--- src/rtl/tlb_pkg.sv ---
// Shared widths, entry layout and result codes for the paired-page TLB.
// Assumes 4 KiB base pages, so the smallest even/odd pair spans 8 KiB.
package tlb_pkg;
    parameter int TLB_ADDR_W     = 32;
    parameter int TLB_ASID_W     = 8;
    parameter int TLB_PAGE_SHIFT = 12;

    typedef enum logic [2:0] {
        RC_MATCH   = 3'd0,
        RC_BADADDR = 3'd1,
        RC_NOMATCH = 3'd2,
        RC_INVALID = 3'd3,
        RC_DIRTY   = 3'd4
    } tlb_rc_e;

    typedef struct packed {
        logic [TLB_ADDR_W-1:0] vpn;
        logic [TLB_ADDR_W-1:0] mask;
        logic                  glob;
        logic [TLB_ASID_W-1:0] asid;
        logic [TLB_ADDR_W-1:0] pfn0;
        logic                  v0;
        logic                  d0;
        logic [TLB_ADDR_W-1:0] pfn1;
        logic                  v1;
        logic                  d1;
    } tlb_entry_t;
endpackage

--- src/rtl/tlb_entry_match.sv ---
// Compares one entry against a lookup request.
// Reports whether the entry qualifies (identifier and tag) and which half
// of the pair the address falls in. Assumes the mask field is a contiguous
// run of ones above the base pair offset.
module tlb_entry_match
    import tlb_pkg::*;
#(
    parameter int ADDR_W     = TLB_ADDR_W,
    parameter int ASID_W     = TLB_ASID_W,
    parameter int PAGE_SHIFT = TLB_PAGE_SHIFT
) (
    input  tlb_entry_t        ent,
    input  logic [ADDR_W-1:0] va,
    input  logic [ASID_W-1:0] asid,
    output logic              qual,
    output logic              odd
);
    localparam logic [ADDR_W-1:0] PAIR_OFS = ADDR_W'((64'd1 << (PAGE_SHIFT + 1)) - 64'd1);

    logic [ADDR_W-1:0] cmask;
    logic              id_ok;
    logic              tag_ok;

    // Combine the entry mask with the base pair offset, then test identifier, tag and half select.
    always_comb begin
        cmask  = ent.mask | PAIR_OFS;
        id_ok  = ent.glob || (ent.asid == asid);
        tag_ok = ((va & ~cmask) == (ent.vpn & ~cmask));
        qual   = id_ok && tag_ok;
        odd    = |(va & cmask & ~(cmask >> 1));
    end
endmodule

--- src/rtl/tlb_first_hit.sv ---
// Priority picker: returns the lowest index whose request bit is set.
// Also reports whether any bit is set.
module tlb_first_hit #(
    parameter int N     = 16,
    parameter int IDX_W = (N > 1) ? $clog2(N) : 1
) (
    input  logic [N-1:0]     req,
    output logic             any,
    output logic [IDX_W-1:0] idx
);
    // Scan from the top so that the lowest set index is written last and wins.
    always_comb begin
        any = 1'b0;
        idx = '0;
        for (int i = N - 1; i >= 0; i--) begin
            if (req[i]) begin
                any = 1'b1;
                idx = IDX_W'(i);
            end
        end
    end
endmodule

--- src/rtl/tlb_access_check.sv ---
// Applies the valid and dirty checks to the chosen half and forms the
// result code, the physical address and the write permission.
// Assumes the entry, half select and hit flag all refer to the same lookup.
module tlb_access_check
    import tlb_pkg::*;
#(
    parameter int ADDR_W     = TLB_ADDR_W,
    parameter int PAGE_SHIFT = TLB_PAGE_SHIFT
) (
    input  logic              hit,
    input  tlb_entry_t        ent,
    input  logic              odd,
    input  logic [ADDR_W-1:0] va,
    input  logic              is_write,
    output tlb_rc_e           code,
    output logic [ADDR_W-1:0] pa,
    output logic              wperm
);
    localparam logic [ADDR_W-1:0] PAIR_OFS = ADDR_W'((64'd1 << (PAGE_SHIFT + 1)) - 64'd1);

    logic [ADDR_W-1:0] cmask;
    logic [ADDR_W-1:0] frame;
    logic              hv;
    logic              hd;

    // Pick the half, then decide among no-match, invalid, dirty and match.
    always_comb begin
        cmask = ent.mask | PAIR_OFS;
        frame = odd ? ent.pfn1 : ent.pfn0;
        hv    = odd ? ent.v1 : ent.v0;
        hd    = odd ? ent.d1 : ent.d0;
        code  = RC_NOMATCH;
        pa    = '0;
        wperm = 1'b0;
        if (hit) begin
            if (!hv) begin
                code = RC_INVALID;
            end else if (is_write && !hd) begin
                code = RC_DIRTY;
            end else begin
                code  = RC_MATCH;
                pa    = frame | (va & (cmask >> 1));
                wperm = hd;
            end
        end
    end
endmodule

--- src/rtl/tlb_pair_lookup.sv ---
// Fully associative TLB with even/odd page pairs and per-entry page masks.
// Holds the entry storage and a write port. Runs a combinational lookup
// and registers the response one cycle after the lookup strobe.
// Assumes synchronous active-low reset and well-formed (contiguous) masks.
module tlb_pair_lookup
    import tlb_pkg::*;
#(
    parameter int ENTRIES    = 16,
    parameter int ADDR_W     = TLB_ADDR_W,
    parameter int ASID_W     = TLB_ASID_W,
    parameter int PAGE_SHIFT = TLB_PAGE_SHIFT,
    localparam int IDX_W     = (ENTRIES > 1) ? $clog2(ENTRIES) : 1
) (
    input  logic              clk,
    input  logic              rst_n,
    input  logic              wr_en,
    input  logic [IDX_W-1:0]  wr_idx,
    input  logic [ADDR_W-1:0] wr_vpn,
    input  logic [ADDR_W-1:0] wr_mask,
    input  logic              wr_global,
    input  logic [ASID_W-1:0] wr_asid,
    input  logic [ADDR_W-1:0] wr_pfn0,
    input  logic              wr_v0,
    input  logic              wr_d0,
    input  logic [ADDR_W-1:0] wr_pfn1,
    input  logic              wr_v1,
    input  logic              wr_d1,
    input  logic              lk_valid,
    input  logic [ADDR_W-1:0] lk_va,
    input  logic [ASID_W-1:0] lk_asid,
    input  logic              lk_write,
    output logic              rsp_valid,
    output logic [2:0]        rsp_code,
    output logic [ADDR_W-1:0] rsp_pa,
    output logic              rsp_wperm
);
    tlb_entry_t        ents [ENTRIES];
    logic [ENTRIES-1:0] qual;
    logic [ENTRIES-1:0] odd;
    logic               any_hit;
    logic [IDX_W-1:0]   sel;
    tlb_entry_t         sel_ent;
    tlb_rc_e            nx_code;
    logic [ADDR_W-1:0]  nx_pa;
    logic               nx_wperm;

    // Entry storage: cleared on reset, one entry replaced per write strobe.
    always_ff @(posedge clk) begin
        if (!rst_n) begin
            for (int i = 0; i < ENTRIES; i++) ents[i] <= '0;
        end else if (wr_en) begin
            ents[wr_idx] <= '{vpn: wr_vpn, mask: wr_mask, glob: wr_global, asid: wr_asid,
                              pfn0: wr_pfn0, v0: wr_v0, d0: wr_d0,
                              pfn1: wr_pfn1, v1: wr_v1, d1: wr_d1};
        end
    end

    for (genvar g = 0; g < ENTRIES; g++) begin : g_cmp
        tlb_entry_match #(
            .ADDR_W(ADDR_W), .ASID_W(ASID_W), .PAGE_SHIFT(PAGE_SHIFT)
        ) u_cmp (
            .ent (ents[g]),
            .va  (lk_va),
            .asid(lk_asid),
            .qual(qual[g]),
            .odd (odd[g])
        );
    end

    tlb_first_hit #(.N(ENTRIES), .IDX_W(IDX_W)) u_pick (
        .req(qual),
        .any(any_hit),
        .idx(sel)
    );

    // Route the winning entry's fields to the access checker.
    always_comb sel_ent = ents[sel];

    tlb_access_check #(.ADDR_W(ADDR_W), .PAGE_SHIFT(PAGE_SHIFT)) u_acc (
        .hit     (any_hit),
        .ent     (sel_ent),
        .odd     (odd[sel]),
        .va      (lk_va),
        .is_write(lk_write),
        .code    (nx_code),
        .pa      (nx_pa),
        .wperm   (nx_wperm)
    );

    // Response register: loads on a strobe, holds otherwise.
    always_ff @(posedge clk) begin
        if (!rst_n) begin
            rsp_valid <= 1'b0;
            rsp_code  <= '0;
            rsp_pa    <= '0;
            rsp_wperm <= 1'b0;
        end else begin
            rsp_valid <= lk_valid;
            if (lk_valid) begin
                rsp_code  <= nx_code;
                rsp_pa    <= nx_pa;
                rsp_wperm <= nx_wperm;
            end
        end
    end
endmodule

--- config.mk ---
export PLATFORM = sky130hd
export DESIGN_NAME = tlb_pair_lookup
export DESIGN_NICKNAME = d
export VERILOG_FILES = /design/src/rtl/tlb_pkg.sv /design/src/rtl/tlb_entry_match.sv /design/src/rtl/tlb_first_hit.sv /design/src/rtl/tlb_access_check.sv /design/src/rtl/tlb_pair_lookup.sv
export SDC_FILE = /design/constraint.sdc
export NUM_CORES = 2
export LEC_CHECK = 0
export ABC_AREA = 0
export CORE_MARGIN = 2
export CORE_UTILIZATION = 60
export DETAILED_ROUTE_END_ITERATION = 8
export DONT_BUFFER_PORTS = 1
export PLACE_DENSITY = 0.76
export SLEW_MARGIN = 15
export SYNTH_ARGS = -nofsm -noshare
export SYNTH_HDL_FRONTEND = slang
export SYNTH_SLANG_ARGS = --single-unit
--- constraint.sdc ---
create_clock -name clk -period 32.4 [get_ports clk]
set_input_delay 4.86 -clock clk [delete_from_list [all_inputs] [get_ports clk]]
set_output_delay 4.86 -clock clk [all_outputs]
set_load 0.02 [all_outputs]
==> impl_metrics.toml <==
[status]
status = "finished, final reports clean"

[grt]
overflow = 0
grt_pass1_wl_um = 425800
grt_use_total_pct = 38.06
grt_max_degree = 184
antenna_found_initial = 43
grt_pass1_vias = 60170

[critical_path]
crit_family = "buffers and inverters"
cp_slowest_cell = "buf_4"
path_class = "input port to flop"
r2r_cells = 16
cp.required_ns = 33.10
worstPathCellList = "xnor2_1 -> o22ai_1 -> nor4_1 -> nand4_1 -> nand2b_1 -> a21boi_2 -> a21o_4 -> buf_4 -> buf_4 -> buf_4 -> mux4_2 -> a211oi_1 -> o32ai_4 -> o2111ai_4 -> buf_4 -> o21ai_1"
crit_fanout = 84
slowest_delay_ns = 0.90
start_kind = "input port"
arrival_ns = 12.43
critPathBufInv = 4
path_common_cell = "buf_4"
rrSetupSlack_ns = 24.35
r2r_end = "rsp_pa[5]$_SDFFE_PN0P_"
rr_startpoint = "ents[3][130]$_SDFFCE_PN0P_"
crit_path_end_kind = "flop"

[sta]
fmaxAchievable_mhz = 85.27
hold_viol = 0
fin_crit_sh_pct = 36.19
period_minus_slack_ns = 11.73
fin_tns_setup_ns = 0
setup_viol = 0
rsz0062_at_grt = "false"
fin_ws_ns = 20.67
slew_violations = 0
slew_headroom_pct = 15.53
fin_worst_skew_ns = 0.05096
tightest_slew_ns = 1.259

[placement]
io_buffers = 0
pre_cts_ws_ns = 20.04
hpwl_um = 165900
finalWeightedCongestion = 0.9826

[logic_synthesis]
async_flop_share_pct = 0
syn_area_per_cell_um2 = 11.64
synth_edf_count = 1840
syn_area_um2 = 91330
synth_cell_type_count = 75
yosysWarnings = 0
ys_ff_latch = 1877
ys.flop_type = "edfxtp_1"
syn_nets = 8038
synth_cells = 7848
ys_seq_area_share_pct = 61.31

[floorplanning]
ios = 227
die_w_um = 394.2
start_util_pct = 60.27
core_area_um2 = 151500
rows = 143
die_y_um = 394.2
dieArea_um2 = 155400

[cts]
cts_resized = 0
cts-htree-levels = 4
ctsHoldBuffers = 0
cts_setup_buffers = 0
clk_path_buf_depth = 3
cts_buffers = 191
cts_tree = "built"
clk_pin_slew_worst_paths_ns = 0.06
clockRootBuffer = "clkbuf_16"
clk_latency_ns = 0.86
numClockSinks = 1877

[route]
drc = 0
avgViaCountPerCell = 6.557
routed_wl_um = 299200
antenna_left = 0
vias = 63600
drt_iter0_drc = 10840
wire_per_inst_um = 30.85
dr.pass1.iters = 7

[power]
p_per_area_nw_per_um2 = 55.48
total_power_mw = 5.453
cellLeakagePower_nw = 34.82
vdd.ir_drop.worst_uv = 44.96

[final_layout]
multi_input_area_um2 = 32770
drive_gt1_share_pct = 6.094
layout_commonest_cell = "and2_1"
nFillCells = 11230
area_delta_synth_final_pct = 7.613
final_cell_mix = "1,866 x and2_1, 1,840 x edfxtp_1, 1,088 x nand2_1, 465 x nand3_1, 326 x xnor2_1"
area.sequential_um2 = 55990
final_net_count = 7687

[worst_hold_path]
hp-start = "rsp_pa[31]$_SDFFE_PN0P_"
min_path_type = "flop to flop"
min_path_cells = 2
hold_end = "rsp_pa[31]$_SDFFE_PN0P_"

[flow_run]
maxCapViolCount = 0
[synth_stat cells (5+ instances only)]
master | number | area (um^2)
mux2_2 | 6 | 67.56
o221ai_1 | 40 | 350.3
o211ai_1 | 25 | 187.7
a41o_1 | 12 | 120.1
buf_1 | 18 | 67.56
a211o_1 | 6 | 52.55
nor4_1 | 74 | 462.9
edfxtp_1 | 1840 | 55250
dfxtp_1 | 37 | 740.7
nand4_1 | 25 | 156.4
xnor2_1 | 326 | 2855
nor3_1 | 6 | 30.03
nand2_1 | 1091 | 4095
clkbuf_1 | 434 | 1629
and2_1 | 1866 | 11670
a221oi_1 | 18 | 157.7
xor2_1 | 105 | 919.6
a2111oi_0 | 5 | 43.79
nor2_1 | 296 | 1111
a31oi_1 | 56 | 350.3
mux4_2 | 22 | 495.5
or4_1 | 11 | 82.58
o21ai_2 | 30 | 262.8
buf_2 | 139 | 695.7
nand2b_1 | 9 | 56.30
buf_6 | 20 | 225.2
a211oi_1 | 33 | 247.7
o22ai_1 | 275 | 1720
a21oi_1 | 9 | 45.04
mux2i_1 | 299 | 2993
o21ai_0 | 88 | 440.4
a32oi_1 | 62 | 543.0
nand3_1 | 465 | 2327
buf_4 | 31 | 232.7
inv_1 | 11 | 41.29
[how the worst max path moves through the flow]
| stage | slack (ns) | depth (start not counted) | endpoint | from |
|---|---|---|---|---|
| global route | 20.52 | 16 | rsp_pa[31]$_SDFFE_PN0P_ | lk_asid[6] |
| floorplan | 18.21 | 3 | ents[1][0]$_SDFFCE_PN0P_ | wr_idx[3] |
| finish | 20.67 | 16 | rsp_pa[5]$_SDFFE_PN0P_ | lk_va[21] |
| detailed placement | 20.04 | 16 | rsp_pa[5]$_SDFFE_PN0P_ | lk_va[21] |
| global placement | 20.11 | 16 | rsp_pa[5]$_SDFFE_PN0P_ | lk_va[21] |
| CTS | 20.96 | 16 | rsp_pa[5]$_SDFFE_PN0P_ | lk_va[21] |
[final cells by class]
class                           instances  area share [%]
Tap cell                             2030           2.584
Antenna cell                           22         0.05601
Clock inverter                         88          0.9446
Clock buffer                          255           5.191
Timing Repair Buffer                  101          0.8733
Inverter                               11         0.04201
Sequential cell                      1877           56.97
Multi-Input combinational cell       5315           33.34
[power by group]
part           total [mW]  internal, mW  switching (mW)  leakage [nW]
Clock                2.16          1.21           0.948          2.91
Combinational       0.418         0.140           0.278          14.1
Sequential           2.88          2.80          0.0725          17.8
[routing by layer]
metal  routed length (um)  vias up  track usage (%)
li1                     -    26810                -
met2               131600     4758            57.00
met3                44070      897            10.83
met1               107600    31120            51.56
met4                15800       12            17.91
met5                   84        -                0
[per-stage QoR]
step,hold slack [ns],area [um^2],utilization [%],instances
floorplan,0.5250,91330,-,7848
global placement,0.5471,92190,60.83,9334
detailed placement,0.5526,92190,60.83,9334
CTS,0.5621,98220,64.81,9677
global route,0.5810,98240,64.82,9680
finish,0.5588,98280,64.85,9699
[worst reg2reg max path: cells and delay by family, from the launching register on]
kind	cells	cell delay (ns)
buffers and inverters	4	3.13
AO/OA/AOI/OAI	7	2.05
AND/OR/NAND/NOR	3	1.54
multiplexers	1	0.65
flip-flops	1	0.37
XOR/XNOR	1	0.15
[sequential cells by signal, indices dropped and copies added (netlist names)]
signal / flops
ents: 1840
rsp_pa: 32
rsp_code: 3
rsp_valid: 1
rsp_wperm: 1
[cell families after synthesis]
group | share of synthesized area (%)
mux | 3.893
buf+inv | 3.215
compound gates | 5.398
simple gates | 22.03
flops | 61.31
xor+xnor | 4.151
(Power assumes the default switching activity.)
